## src/rtl/tdm_timer_pkg.sv

```systemverilog
package tdm_timer_pkg;

    localparam int unsigned TICKS_DEF      = 2048;
    localparam int unsigned C4_TICKS_DEF   = 4;
    localparam int unsigned CM_LEAD_NODLY  = 71;
    localparam int unsigned CM_LEAD_DLY    = 68;
    localparam int unsigned DM_LAG_NODLY   = 64;
    localparam int unsigned DM_LAG_DLY     = 65;

    typedef struct packed {
        logic c4;
        logic c2;
        logic fp_n;
        logic cm_n;
        logic dm;
        logic dm_n;
    } tdm_frame_bus_t;

    // First tick index of the connection strobe, counted on the tick index.
    // With the delay, index 0 sits one clock after the boundary.
    function automatic int unsigned cm_first(input int unsigned ticks,
                                             input int unsigned lead,
                                             input bit          delayed);
        return delayed ? (ticks - lead - 1) : (ticks - lead);
    endfunction

    // Tick index on which the data-memory signal has just inverted.
    function automatic int unsigned dm_first(input int unsigned lag,
                                             input bit          delayed);
        return delayed ? (lag - 1) : lag;
    endfunction

endpackage

```

## src/rtl/tdm_boundary_detect.sv

```systemverilog
module tdm_boundary_detect (
    input  logic clk,
    input  logic rst,
    input  logic c4_in,
    input  logic fp_n_in,
    input  logic dly_sel,
    output logic load
);

    logic c4_q;
    logic hit;
    logic hit_q;

    // Falling edge of the 4 MHz input while the frame pulse is low.
    assign hit = c4_q & ~c4_in & ~fp_n_in;

    always_ff @(posedge clk) begin
        if (rst) begin
            c4_q  <= 1'b0;
            hit_q <= 1'b0;
        end else begin
            c4_q  <= c4_in;
            hit_q <= hit;
        end
    end

    assign load = dly_sel ? hit_q : hit;

    p_delay_load_r4: assert property (@(posedge clk) disable iff (rst)
        (hit && dly_sel) ##1 dly_sel |-> load);

    p_nodelay_load_r3: assert property (@(posedge clk) disable iff (rst)
        (!dly_sel && !fp_n_in && !c4_in && c4_q) |-> load);

endmodule

```

## src/rtl/tdm_tick_counter.sv

```systemverilog
module tdm_tick_counter #(
    parameter int unsigned TICKS = tdm_timer_pkg::TICKS_DEF,
    localparam int unsigned W    = $clog2(TICKS)
) (
    input  logic         clk,
    input  logic         rst,
    input  logic         load,
    output logic [W-1:0] idx
);

    localparam logic [W-1:0] LAST = W'(TICKS - 1);

    always_ff @(posedge clk) begin
        if (rst || load) begin
            idx <= '0;
        end else if (idx == LAST) begin
            idx <= '0;
        end else begin
            idx <= idx + W'(1);
        end
    end

    p_step_r2: assert property (@(posedge clk) disable iff (rst)
        (!load && idx != LAST) |=> idx == $past(idx) + W'(1));

    p_wrap_r2: assert property (@(posedge clk) disable iff (rst)
        (!load && idx == LAST) |=> idx == '0);

    p_realign_r3: assert property (@(posedge clk) disable iff (rst)
        load |=> idx == '0);

endmodule

```

## src/rtl/tdm_frame_decode.sv

```systemverilog
module tdm_frame_decode
    import tdm_timer_pkg::*;
#(
    parameter int unsigned TICKS    = TICKS_DEF,
    parameter int unsigned C4_TICKS = C4_TICKS_DEF,
    parameter int unsigned CM_LEAD0 = CM_LEAD_NODLY,
    parameter int unsigned CM_LEAD1 = CM_LEAD_DLY,
    parameter int unsigned DM_LAG0  = DM_LAG_NODLY,
    parameter int unsigned DM_LAG1  = DM_LAG_DLY,
    localparam int unsigned W       = $clog2(TICKS)
) (
    input  logic           clk,
    input  logic           rst,
    input  logic           dly_sel,
    input  logic [W-1:0]   idx,
    output tdm_frame_bus_t bus
);

    localparam int unsigned C4_BIT = $clog2(C4_TICKS) - 1;
    localparam int unsigned C2_BIT = $clog2(C4_TICKS);

    localparam logic [W-1:0] CM_LO0 = W'(cm_first(TICKS, CM_LEAD0, 1'b0));
    localparam logic [W-1:0] CM_LO1 = W'(cm_first(TICKS, CM_LEAD1, 1'b1));
    localparam logic [W-1:0] CM_HI0 = CM_LO0 + W'(C4_TICKS - 1);
    localparam logic [W-1:0] CM_HI1 = CM_LO1 + W'(C4_TICKS - 1);

    localparam logic [W-1:0] DM_PRE0 = W'(dm_first(DM_LAG0, 1'b0) - 1);
    localparam logic [W-1:0] DM_PRE1 = W'(dm_first(DM_LAG1, 1'b1) - 1);

    localparam logic [W-1:0] FP_LO = W'(TICKS - C4_TICKS / 2);
    localparam logic [W-1:0] FP_HI = W'(C4_TICKS / 2 - 1);

    logic [W-1:0] cm_lo;
    logic [W-1:0] cm_hi;
    logic [W-1:0] dm_pre;
    logic         dm_q;

    always_comb begin
        cm_lo  = dly_sel ? CM_LO1  : CM_LO0;
        cm_hi  = dly_sel ? CM_HI1  : CM_HI0;
        dm_pre = dly_sel ? DM_PRE1 : DM_PRE0;
    end

    always_ff @(posedge clk) begin
        if (rst) begin
            dm_q <= 1'b0;
        end else if (idx == dm_pre) begin
            dm_q <= ~dm_q;
        end
    end

    always_comb begin
        bus.c4   = idx[C4_BIT];
        bus.c2   = ~idx[C2_BIT];
        bus.fp_n = ~((idx >= FP_LO) || (idx <= FP_HI));
        bus.cm_n = ~((idx >= cm_lo) && (idx <= cm_hi));
        bus.dm   = dm_q;
        bus.dm_n = ~dm_q;
    end

    p_dm_hold_r6: assert property (@(posedge clk) disable iff (rst)
        (idx != dm_pre) |=> $stable(bus.dm));

    p_dm_flip_r6: assert property (@(posedge clk) disable iff (rst)
        (idx == dm_pre) |=> bus.dm != $past(bus.dm));

    p_cm_start_r5: assert property (@(posedge clk) disable iff (rst)
        $fell(bus.cm_n) |-> idx == cm_lo);

    p_c2_in_fp_r9: assert property (@(posedge clk) disable iff (rst)
        (idx == '0) |-> (bus.c2 && !bus.fp_n && !bus.c4));

endmodule

```

## src/rtl/tdm_frame_timer.sv

```systemverilog
module tdm_frame_timer
    import tdm_timer_pkg::*;
#(
    parameter int unsigned TICKS    = TICKS_DEF,
    parameter int unsigned C4_TICKS = C4_TICKS_DEF,
    parameter int unsigned CM_LEAD0 = CM_LEAD_NODLY,
    parameter int unsigned CM_LEAD1 = CM_LEAD_DLY,
    parameter int unsigned DM_LAG0  = DM_LAG_NODLY,
    parameter int unsigned DM_LAG1  = DM_LAG_DLY,
    localparam int unsigned W       = $clog2(TICKS)
) (
    input  logic         clk,
    input  logic         rst,
    input  logic         c4_in,
    input  logic         fp_n_in,
    input  logic         dly_sel,
    output logic [W-1:0] tick_idx,
    output logic         c4_out,
    output logic         c2_out,
    output logic         fp_n_out,
    output logic         cm_fp_n,
    output logic         dm_fp,
    output logic         dm_fp_n
);

    logic           load;
    tdm_frame_bus_t bus;

    tdm_boundary_detect u_detect (
        .clk     (clk),
        .rst     (rst),
        .c4_in   (c4_in),
        .fp_n_in (fp_n_in),
        .dly_sel (dly_sel),
        .load    (load)
    );

    tdm_tick_counter #(.TICKS(TICKS)) u_count (
        .clk  (clk),
        .rst  (rst),
        .load (load),
        .idx  (tick_idx)
    );

    tdm_frame_decode #(
        .TICKS    (TICKS),
        .C4_TICKS (C4_TICKS),
        .CM_LEAD0 (CM_LEAD0),
        .CM_LEAD1 (CM_LEAD1),
        .DM_LAG0  (DM_LAG0),
        .DM_LAG1  (DM_LAG1)
    ) u_decode (
        .clk     (clk),
        .rst     (rst),
        .dly_sel (dly_sel),
        .idx     (tick_idx),
        .bus     (bus)
    );

    assign c4_out   = bus.c4;
    assign c2_out   = bus.c2;
    assign fp_n_out = bus.fp_n;
    assign cm_fp_n  = bus.cm_n;
    assign dm_fp    = bus.dm;
    assign dm_fp_n  = bus.dm_n;

    p_dm_pair_r7: assert property (@(posedge clk) disable iff (rst)
        dm_fp != dm_fp_n);

endmodule

```

## config.mk

```make
export PLATFORM = sky130hd
export DESIGN_NAME = tdm_frame_timer
export DESIGN_NICKNAME = d
export VERILOG_FILES = /design/src/rtl/tdm_timer_pkg.sv /design/src/rtl/tdm_boundary_detect.sv /design/src/rtl/tdm_tick_counter.sv /design/src/rtl/tdm_frame_decode.sv /design/src/rtl/tdm_frame_timer.sv
export SDC_FILE = /design/constraint.sdc
export NUM_CORES = 1
export LEC_CHECK = 0
export ABC_CLOCK_PERIOD_IN_PS = 1600
export BUFFER_PORTS_ARGS = -buffer_cell sky130_fd_sc_hd__buf_2
export CORE_AREA = 5 5 49 51
export CTS_CLUSTER_DIAMETER = 100
export CTS_CLUSTER_SIZE = 40
export DETAILED_ROUTE_END_ITERATION = 12
export DIE_AREA = 0 0 54 56
export GPL_TIMING_DRIVEN = 0
export PLACE_DENSITY = 0.72
export SYNTH_ARGS = -nofsm -noshare
export SYNTH_HDL_FRONTEND = slang
export SYNTH_SLANG_ARGS = --single-unit
```

## constraint.sdc

```tcl
create_clock -name clk -period 1.6 [get_ports clk]
set_input_delay 0.16 -clock clk [delete_from_list [all_inputs] [get_ports clk]]
set_output_delay 0.16 -clock clk [all_outputs]
set_load 0.01 [all_outputs]
```

==> results of run 1 <==
==> synth_stat cells (all sizes together), types with 2 or more instances <==
| cell | instances |
|---|---|
| buf | 2 |
| nand4 | 4 |
| or4 | 4 |
| nor2b | 2 |
| clkbuf | 2 |
| xor2 | 2 |
| dfxtp | 14 |
| or3 | 4 |
| nand3 | 5 |
| nor2 | 4 |
| o31ai | 2 |
| ha | 5 |
| o21ai | 5 |
| nor3 | 5 |
| nor4 | 5 |
| nand2 | 3 |
| a21oi | 3 |
| a211oi | 4 |
| inv | 9 |
==> cell type report <==
type	count	area [um2]
clock buffers	3	22.5
inverters	9	33.8
well taps	27	33.8
multi-input cells	64	539
fillers	151	742
repair buffers	32	195
flip-flops and latches	14	307
plain buffers	3	28.8
==> final timing paths <==
path                   from        endpoint  slack [ns]  cells after the start
max reg2reg  u_count.idx[8]   u_decode.dm_q        0.01                      3
min reg2reg   u_detect.c4_q  u_detect.hit_q        0.50                      2
max          u_count.idx[8]         cm_fp_n       -0.24                      5
min                 fp_n_in  u_detect.hit_q        0.07                      2
==> metal layers <==
layer  vias up  routed length, um  track usage [%]
met1       407                891             18.0
met5         -                  0                0
met2        30               1240             27.2
met4         0                 61             11.4
li1        408                  -                -
met3         6                137             1.61
==> power by group <==
| group | switching, mW | total, mW | leakage, nW | internal (mW) |
|---|---|---|---|---|
| clock network | 0.110 | 0.197 | 0.0138 | 0.0873 |
| registers | 0.0140 | 0.363 | 0.120 | 0.349 |
| logic | 0.0730 | 0.142 | 0.362 | 0.0689 |
==> flip-flops by register name, indices dropped and copies added (netlist names) <==
register        count
u_detect.c4_q       1
u_count.idx        11
u_decode.dm_q       1
u_detect.hit_q      1
==> cell families (layout without fill, tap and decap cells) <==
group                      count (synthesis)  after routing  share of synthesized area (%)
and+or+nand+nor                           36             36                           29.2
DFF                                       14             14                           33.9
xor gates and xnor gates                   3              3                           3.18
adders and majority gates                  5              5                           7.58
muxes                                      1              1                           1.36
AOI/OAI and AO/OA                         19             19                           16.5
buffers and inverters                     13             47                           8.18
==> metrics by stage <==
step,setup TNS (ns),hold WS (ns),power (mW),cells
finish,-0.455,0.0692,0.703,152
global route,-0.669,0.0676,0.743,152
CTS,-1.38,0.0421,0.705,150
detailed placement,-1.74,0.344,0.490,139
global placement,-1.90,0.340,0.487,139
floorplan,0,0.232,0.450,91
==> repair_timing <==
item	CTS	global route
hold buffers	0	0
setup buffers	8	3
endpoints found under the setup margin	11	11
gates resized for setup	21	8
pin swaps	6	6
==> flow_summary.ini, run 1 <==
[status]
status = finished, violations left
violated_checks = negative setup slack

[critical_path]
worstSetupStartpointType = register
critPathTopFamily = compound AO/OA/AOI/OAI gates
crit_path_end_kind = output pin
crit_arrival_ns = 1.68
crit_path_max_fanout = 5
crit_required_ns = 1.44
critical_path.cell_chain = buf_6, nand4_1, o21ai_1, a2111o_1, buf_2
timing.critical_path.slowest_cell_delay_ns = 0.38
timing.critical_path.buf_inv = 2
worst_path_slowest_cell = a2111o_1
criticalPathCategory = reg -> out

[min_path]
worst_hold_path_type = in -> reg

[detailed_routing]
dr.pass1.iters = 4
drt-total-wl_um = 2330
first_iter_violations = 9
route.antenna.remaining_nets = 0
drt-vias-per-instance = 5.60
via_count = 851
post_drt_wl_per_cell_um = 15.3
drc_errors = 0

[placed_design]
io_buffers = 21
gp_congestion = 0.808
dpl_worst_slack_ns = -0.234
dpl.hpwl_um = 1380
dpl_cell_area_um2 = 966

[cts]
clock_sinks = 14
tritoncts_buffer_count = 3
clk_latency_ns = 0.28
worst_path_clk_slew_ns = 0.08
htreeDepth = 1
tritoncts = built
clock-root-buffer = clkbuf_4
cts_buffer_depth = 2

[synthesis]
synth_top_area_share_pct = 33.9
netlist.top_cell.by_area = dfxtp_1
synth_edf_count = 0
synthesis.yosys.warnings = 0
synth_sequential_area_ratio_pct = 33.9
synth_area_per_cell_um2 = 9.07
most_used_dff_post_synth = dfxtp_1
synth-seq-cells = 14
synth.lib_cells_used.distinct = 32
mappedNetlistNets = 101
synthTopCellsByArea = dfxtp_1 34%, ha_1 7.6%, nand4_4 5.2%, inv_1 4.1%, nand3_1 3.0%
ys_async_sr_fraction_pct = 0
synthesis.area_um2 = 826
syn_inst = 91

[floorplan]
die-width_um = 54
fp-row-count = 16
core_area_mm2 = 0.00190
die_area_mm2 = 0.00302
fp.dieH_um = 56
floorplan.io_pins = 22
start_util_pct = 43.4

[grt]
overflow = 0
grt_pass1_wl_um = 3550
largest_net_degree_at_the_start_of_global_routing = 11
grt.total_usage_pct = 16.1
vias_in_the_first_global_route = 793
antenna_found_initial = 0

[power]
ir_worst_vdd_uv = 399
power.density_mw_per_mm2 = 606
power.leakage_nw = 0.495

[cells_and_area]
mostFrequentLayoutCell = buf_2
syn_to_final_growth_pct = 40.5
design_area_mm2 = 0.00116
layout-drive-gt1-share_pct = 49.6
util_after_layout_pct = 61.0
most-common-layout-cells = 21 x buf_2, 10 x buf_4, 9 x inv_1, 6 x dfxtp_4
nNetsFinal = 137
antenna_cells = 0

[sta]
relative_slew_margins_pct = 63.8
finClkSkew_ns = 0.00228
finalHoldViolCount = 0
finalMaxSlewViolations = 0
final_min_period_over_clock_period_pct = 115
timing.final.setup_violations = 2
layout_setup_ws_ns = -0.239
rsz0062_at_grt = true
period_minus_slack_ns = 1.84
fmax_ghz = 0.544
worstMarginPinSlew_ns = 0.537

[job]
cap_violations = 0
No activity file was read; power rests on OpenSTA's default activity.
==> inputs of run 2 (changes only) <==
--- a/config.mk
+++ b/config.mk
@@ -7,11 +7,13 @@
 export LEC_CHECK = 0
 export ABC_CLOCK_PERIOD_IN_PS = 1600
 export BUFFER_PORTS_ARGS = -buffer_cell sky130_fd_sc_hd__buf_2
-export CORE_AREA = 5 5 49 51
+export CELL_PAD_IN_SITES_DETAIL_PLACEMENT = 0
+export CELL_PAD_IN_SITES_GLOBAL_PLACEMENT = 2
+export CORE_AREA = 5 5 62 64
 export CTS_CLUSTER_DIAMETER = 100
 export CTS_CLUSTER_SIZE = 40
 export DETAILED_ROUTE_END_ITERATION = 12
-export DIE_AREA = 0 0 54 56
+export DIE_AREA = 0 0 67 69
 export GPL_TIMING_DRIVEN = 0
 export PLACE_DENSITY = 0.72
 export SYNTH_ARGS = -nofsm -noshare
==> run 2 against run 1 <==
  * The flow still finishes with violations (negative setup slack)
  * Core utilization fell by 24 points
  * Setup slack improved by 0.027 ns
  * Combinational power rose by 5%
  * Count of clock-buffer cells in the layout rose by 1
  * Sequential share of layout area fell by 0.72 points
  * Global-route usage fell by 4.8 points
  * Die area rose by 53%
  * Clock power rose by 32%
  * Highest routed layer unchanged
==> flow_summary.ini, run 2 (synthesis results as in run 1) <==
[grt]
antenna_found_initial = 0
grt_pass1_wl_um = 4020
overflow = 0
gr-usage-met1_pct = 14.2
grt_util_met3_pct = 4.71
largest_net_degree_at_the_start_of_global_routing = 11
grt_use_met2_pct = 17.2
gr-max-usage-layer = met2
vias_in_the_first_global_route = 803
grt.total_usage_pct = 11.3

[detailed_routing]
first_iter_violations = 14
post_drt_wl_per_cell_um = 13.6
drc_errors = 0
via_count = 798
drt-total-wl_um = 2350
drt-vias-per-instance = 4.61
dr.pass1.iters = 3
route.antenna.remaining_nets = 0

[cells_and_area]
layout-drive-gt1-share_pct = 50.4
mostFrequentLayoutCell = buf_2
nNetsFinal = 138
flip_flop_count_of_the_largest_register_after_layout = 11
filler_cell_count = 345
largest_register = u_count.idx
finish.cell_count_without_fillers = 173
antenna_cells = 0
syn_to_final_growth_pct = 44.4
most-common-layout-cells = 21 x buf_2, 13 x buf_4, 8 x inv_1, 6 x dfxtp_4
design_area_mm2 = 0.00119

[placed_design]
dpl_worst_slack_ns = -0.308
dpl_cell_area_um2 = 990
post-place-cells = 158
gp_congestion = 0.715
io_buffers = 21
dpl.hpwl_um = 1530

[job]
cap_violations = 0

[floorplan]
floorplan.io_pins = 22
core_area_mm2 = 0.00323
start_util_pct = 25.6
fp.dieH_um = 69
die_area_mm2 = 0.00462
die-width_um = 67
fp-row-count = 21

[cts]
clk_latency_ns = 0.29
cts_buffer_depth = 2
clock-root-buffer = clkbuf_4
cts_hold_repair.buffers = 0
worst_path_clk_slew_ns = 0.09
tritoncts = built
tritoncts_buffer_count = 3
htreeDepth = 1
clock_sinks = 14

[critical_path]
criticalPathCategory = reg -> out
worst_path_slowest_cell = or4_4
critical_path.cell_chain = or4_4, nor4_4, nor3_2, buf_2
setup.reg_to_reg.worst_slack_ns = 0
critPathTopFamily = simple AND/OR/NAND/NOR gates
timing.critical_path.buf_inv = 1
crit_path_end_kind = output pin
crit_path_max_fanout = 3
timing.critical_path.slowest_cell_delay_ns = 0.55
worstSetupStartpointType = register
crit_required_ns = 1.44
crit_arrival_ns = 1.65

[sta]
finClkSkew_ns = 0.00736
layout_setup_ws_ns = -0.212
rsz0062_at_grt = true
fmax_ghz = 0.552
period_minus_slack_ns = 1.81
fin_worst_hold_slack_ns = 0.0545
timing.final.setup_violations = 3
worstMarginPinSlew_ns = 0.548
finalMaxSlewViolations = 0
final_min_period_over_clock_period_pct = 113
relative_slew_margins_pct = 63.0
totalNegativeSetupSlack_ns = -0.379
finalHoldViolCount = 0

[power]
power.leakage_nw = 0.504
power.density_mw_per_mm2 = 645
power.share.sequential_pct = 46.9
power_switching_share_pct = 26.9
power_frac_clock_pct = 33.8
combPwrFrac_pct = 19.4
ir_worst_vdd_uv = 397
power.switching_mw = 0.207
power_report.internal_total_mw = 0.562

[status]
violated_checks = negative setup slack
status = finished, violations left

[min_path]
worst_hold_path_type = in -> reg
-- run 2: cell types whose count changed in the layout (fill, tap and decap cells not counted), sizes merged --
cell    previous run  this run
buf               33        34
clkbuf             5         6
-- run 2: final timing paths --
check                               startpoint        endpoint  depth (start not counted)
worst max-delay path            u_count.idx[2]        fp_n_out                          4
worst min-delay path                   fp_n_in  u_detect.hit_q                          2
worst max register to register  u_count.idx[8]   u_decode.dm_q                          3
worst min register to register   u_detect.c4_q  u_detect.hit_q                          2
-- run 2: layout make-up --
cell class	count	area (um2)	area share [%]
multi-input combinational	64	534	44.8
sequential	14	307	25.7
clock buffer	4	36.3	3.04
inverter	9	33.8	2.83
buffer	3	28.8	2.41
timing repair buffer	33	195	16.4
tap	46	57.6	4.83
-- run 2: power groups by stage --
stage               clock (mW)  combinational, mW  sequential [mW]
floorplan                    0             0.0698            0.380
global placement             0              0.111            0.380
detailed placement           0              0.113            0.379
CTS                      0.269              0.144            0.360
global route             0.290              0.167            0.362
finish                   0.260              0.149            0.360
-- run 2: per-layer routing --
metal	vias up	routed length (um)
met5	-	0
met4	0	49
met3	6	135
met2	17	1120
met1	363	1050
li1	412	-
-- run 2: worst register-to-register path, stage by stage, from the launching register on --
cell and delay (ns):
dfxtp_4 0.35, or4_4 0.55, nor4_1 0.23, mux2_2 0.37
-- run 2: repair_timing --
action                                  CTS  global route
gates cloned                              0             0
buffers inserted                         10             3
gates resized for setup                  20             7
pin swaps                                 5             8
endpoints found under the setup margin   11            11
-- run 2: per-stage QoR --
step | power [mW] | utilization (%)
after floorplan | 0.450 | -
after global placement | 0.491 | 30.6
after detailed placement | 0.492 | 30.6
after CTS | 0.773 | 35.8
after global routing | 0.819 | 36.9
final | 0.769 | 36.9
==> inputs of run 3 (changes only) <==
--- a/config.mk
+++ b/config.mk
@@ -7,15 +7,14 @@
 export LEC_CHECK = 0
 export ABC_CLOCK_PERIOD_IN_PS = 1600
 export BUFFER_PORTS_ARGS = -buffer_cell sky130_fd_sc_hd__buf_2
-export CELL_PAD_IN_SITES_DETAIL_PLACEMENT = 0
-export CELL_PAD_IN_SITES_GLOBAL_PLACEMENT = 2
-export CORE_AREA = 5 5 62 64
+export CORE_AREA = 5 5 49 51
 export CTS_CLUSTER_DIAMETER = 100
 export CTS_CLUSTER_SIZE = 40
 export DETAILED_ROUTE_END_ITERATION = 12
-export DIE_AREA = 0 0 67 69
+export DIE_AREA = 0 0 54 56
 export GPL_TIMING_DRIVEN = 0
 export PLACE_DENSITY = 0.72
 export SYNTH_ARGS = -nofsm -noshare
 export SYNTH_HDL_FRONTEND = slang
 export SYNTH_SLANG_ARGS = --single-unit
+export TNS_END_PERCENT = 10
==> run 3 against run 2 <==
  * The run still ends with negative setup slack left
  * Critical path type unchanged
  * Final cell count fell by 14%
  * Combinational power fell by 5%
  * Clock skew fell by 0.0045 ns
  * Largest power group unchanged
==> flow_summary.ini, run 3 (synthesis results as in run 1) <==
[status]
status = finished, violations left
violated_checks = negative setup slack

[sta]
rsz0062_at_grt = true
timing.final.setup_violations = 2
layout_setup_ws_ns = -0.234
period_minus_slack_ns = 1.83
finalMaxSlewViolations = 0
fmax_ghz = 0.545
relative_slew_margins_pct = 64.0
finClkSkew_ns = 0.00282
finalHoldViolCount = 0
final_min_period_over_clock_period_pct = 115
worstMarginPinSlew_ns = 0.533

[floorplan]
fp.dieH_um = 56
core_area_mm2 = 0.00190
start_util_pct = 43.4
fp-row-count = 16
die-width_um = 54
die_area_mm2 = 0.00302
floorplan.io_pins = 22

[job]
cap_violations = 0

[detailed_routing]
route.antenna.remaining_nets = 0
via_count = 837
dr.pass1.iters = 4
drt-vias-per-instance = 5.62
first_iter_violations = 17
drt-total-wl_um = 2210
drc_errors = 0
post_drt_wl_per_cell_um = 14.8

[critical_path]
crit_path_end_kind = output pin
crit_required_ns = 1.44
crit_arrival_ns = 1.67
worstSetupStartpointType = register
crit_path_max_fanout = 6
criticalPathCategory = reg -> out

[cts]
tritoncts_buffer_count = 3
tritoncts = built
clk_latency_ns = 0.28
cts_buffer_depth = 2
cts_hold_repair.buffers = 0
clock-root-buffer = clkbuf_4
worst_path_clk_slew_ns = 0.08
clock_sinks = 14
htreeDepth = 1

[power]
post-layout-total-power_mw = 0.701
power.leakage_nw = 0.479
ir_worst_vdd_uv = 398
power.density_mw_per_mm2 = 615

[placed_design]
gp_congestion = 0.808
dpl.hpwl_um = 1380
io_buffers = 21
dpl_worst_slack_ns = -0.234

[grt]
antenna_found_initial = 0
vias_in_the_first_global_route = 793
grt.total_usage_pct = 16.1
largest_net_degree_at_the_start_of_global_routing = 11
grt_pass1_wl_um = 3550
overflow = 0

[cells_and_area]
most-common-layout-cells = 21 x buf_2, 9 x inv_1, 7 x buf_4, 6 x dfxtp_4, 5 x nand3_1
antenna_cells = 0
syn_to_final_growth_pct = 37.9
layout-drive-gt1-share_pct = 49.2
util_after_layout_pct = 59.9
nNetsFinal = 134
mostFrequentLayoutCell = buf_2
largest_register = u_count.idx
flip_flop_count_of_the_largest_register_after_layout = 11

[min_path]
worst_hold_path_type = in -> reg
run 3: changes by cell type in the layout (fill, tap and decap cells not counted), sizes merged:
cell / change
buf: -4
clkbuf: -1
run 3: path summary, 6_finish.rpt:
| path | end | start | depth (start not counted) | slack, ns |
|---|---|---|---|---|
| max | cm_fp_n | u_count.idx[8] | 5 | -0.23 |
| min | u_detect.hit_q | fp_n_in | 2 | 0.07 |
| max reg2reg | u_decode.dm_q | u_count.idx[8] | 3 | 0.02 |
| min reg2reg | u_detect.hit_q | u_detect.c4_q | 2 | 0.50 |
run 3: area by class of cell:
class | instances | area (um2)
plain buffers | 3 | 28.8
well taps | 27 | 33.8
fillers | 153 | 763
flip-flops and latches | 14 | 308
multi-input cells | 64 | 539
clock buffers | 3 | 22.5
repair buffers | 29 | 173
inverters | 9 | 33.8
run 3: stage by stage:
stage	hold slack (ns)	std cells	setup TNS [ns]	cell area, um2
finish	0.0718	149	-0.418	1140
global route	0.0676	149	-0.901	1140
CTS	0.0421	150	-1.38	1110
detailed placement	0.344	139	-1.74	966
global placement	0.340	139	-1.90	966
floorplan	0.232	91	0	827
run 3: power breakdown:
| group | switching [mW] | total [mW] | internal [mW] |
|---|---|---|---|
| registers | 0.0137 | 0.363 | 0.349 |
| logic | 0.0718 | 0.141 | 0.0690 |
| clock network | 0.109 | 0.197 | 0.0873 |
run 3: repair_timing:
item,4_1_cts,5_1_grt
setup buffers,8,0
setup endpoints to repair,11,11
gates resized for setup,21,9
pin swaps,6,6
gates cloned,0,0
run 3: worst max-delay path, stage by stage, from the launching register on:
cell and delay, ns:
dfxtp_4 0.35, buf_6 0.12, nand4_1 0.28, o21ai_1 0.12, a2111o_1 0.38, buf_2 0.15
run 3: per-layer routing:
layer,up-vias,track usage [%],routed length (um)
met4,0,11.4,52
met1,404,18.0,882
met2,24,27.2,1180
met5,-,0,0
met3,4,1.61,90
li1,405,-,-
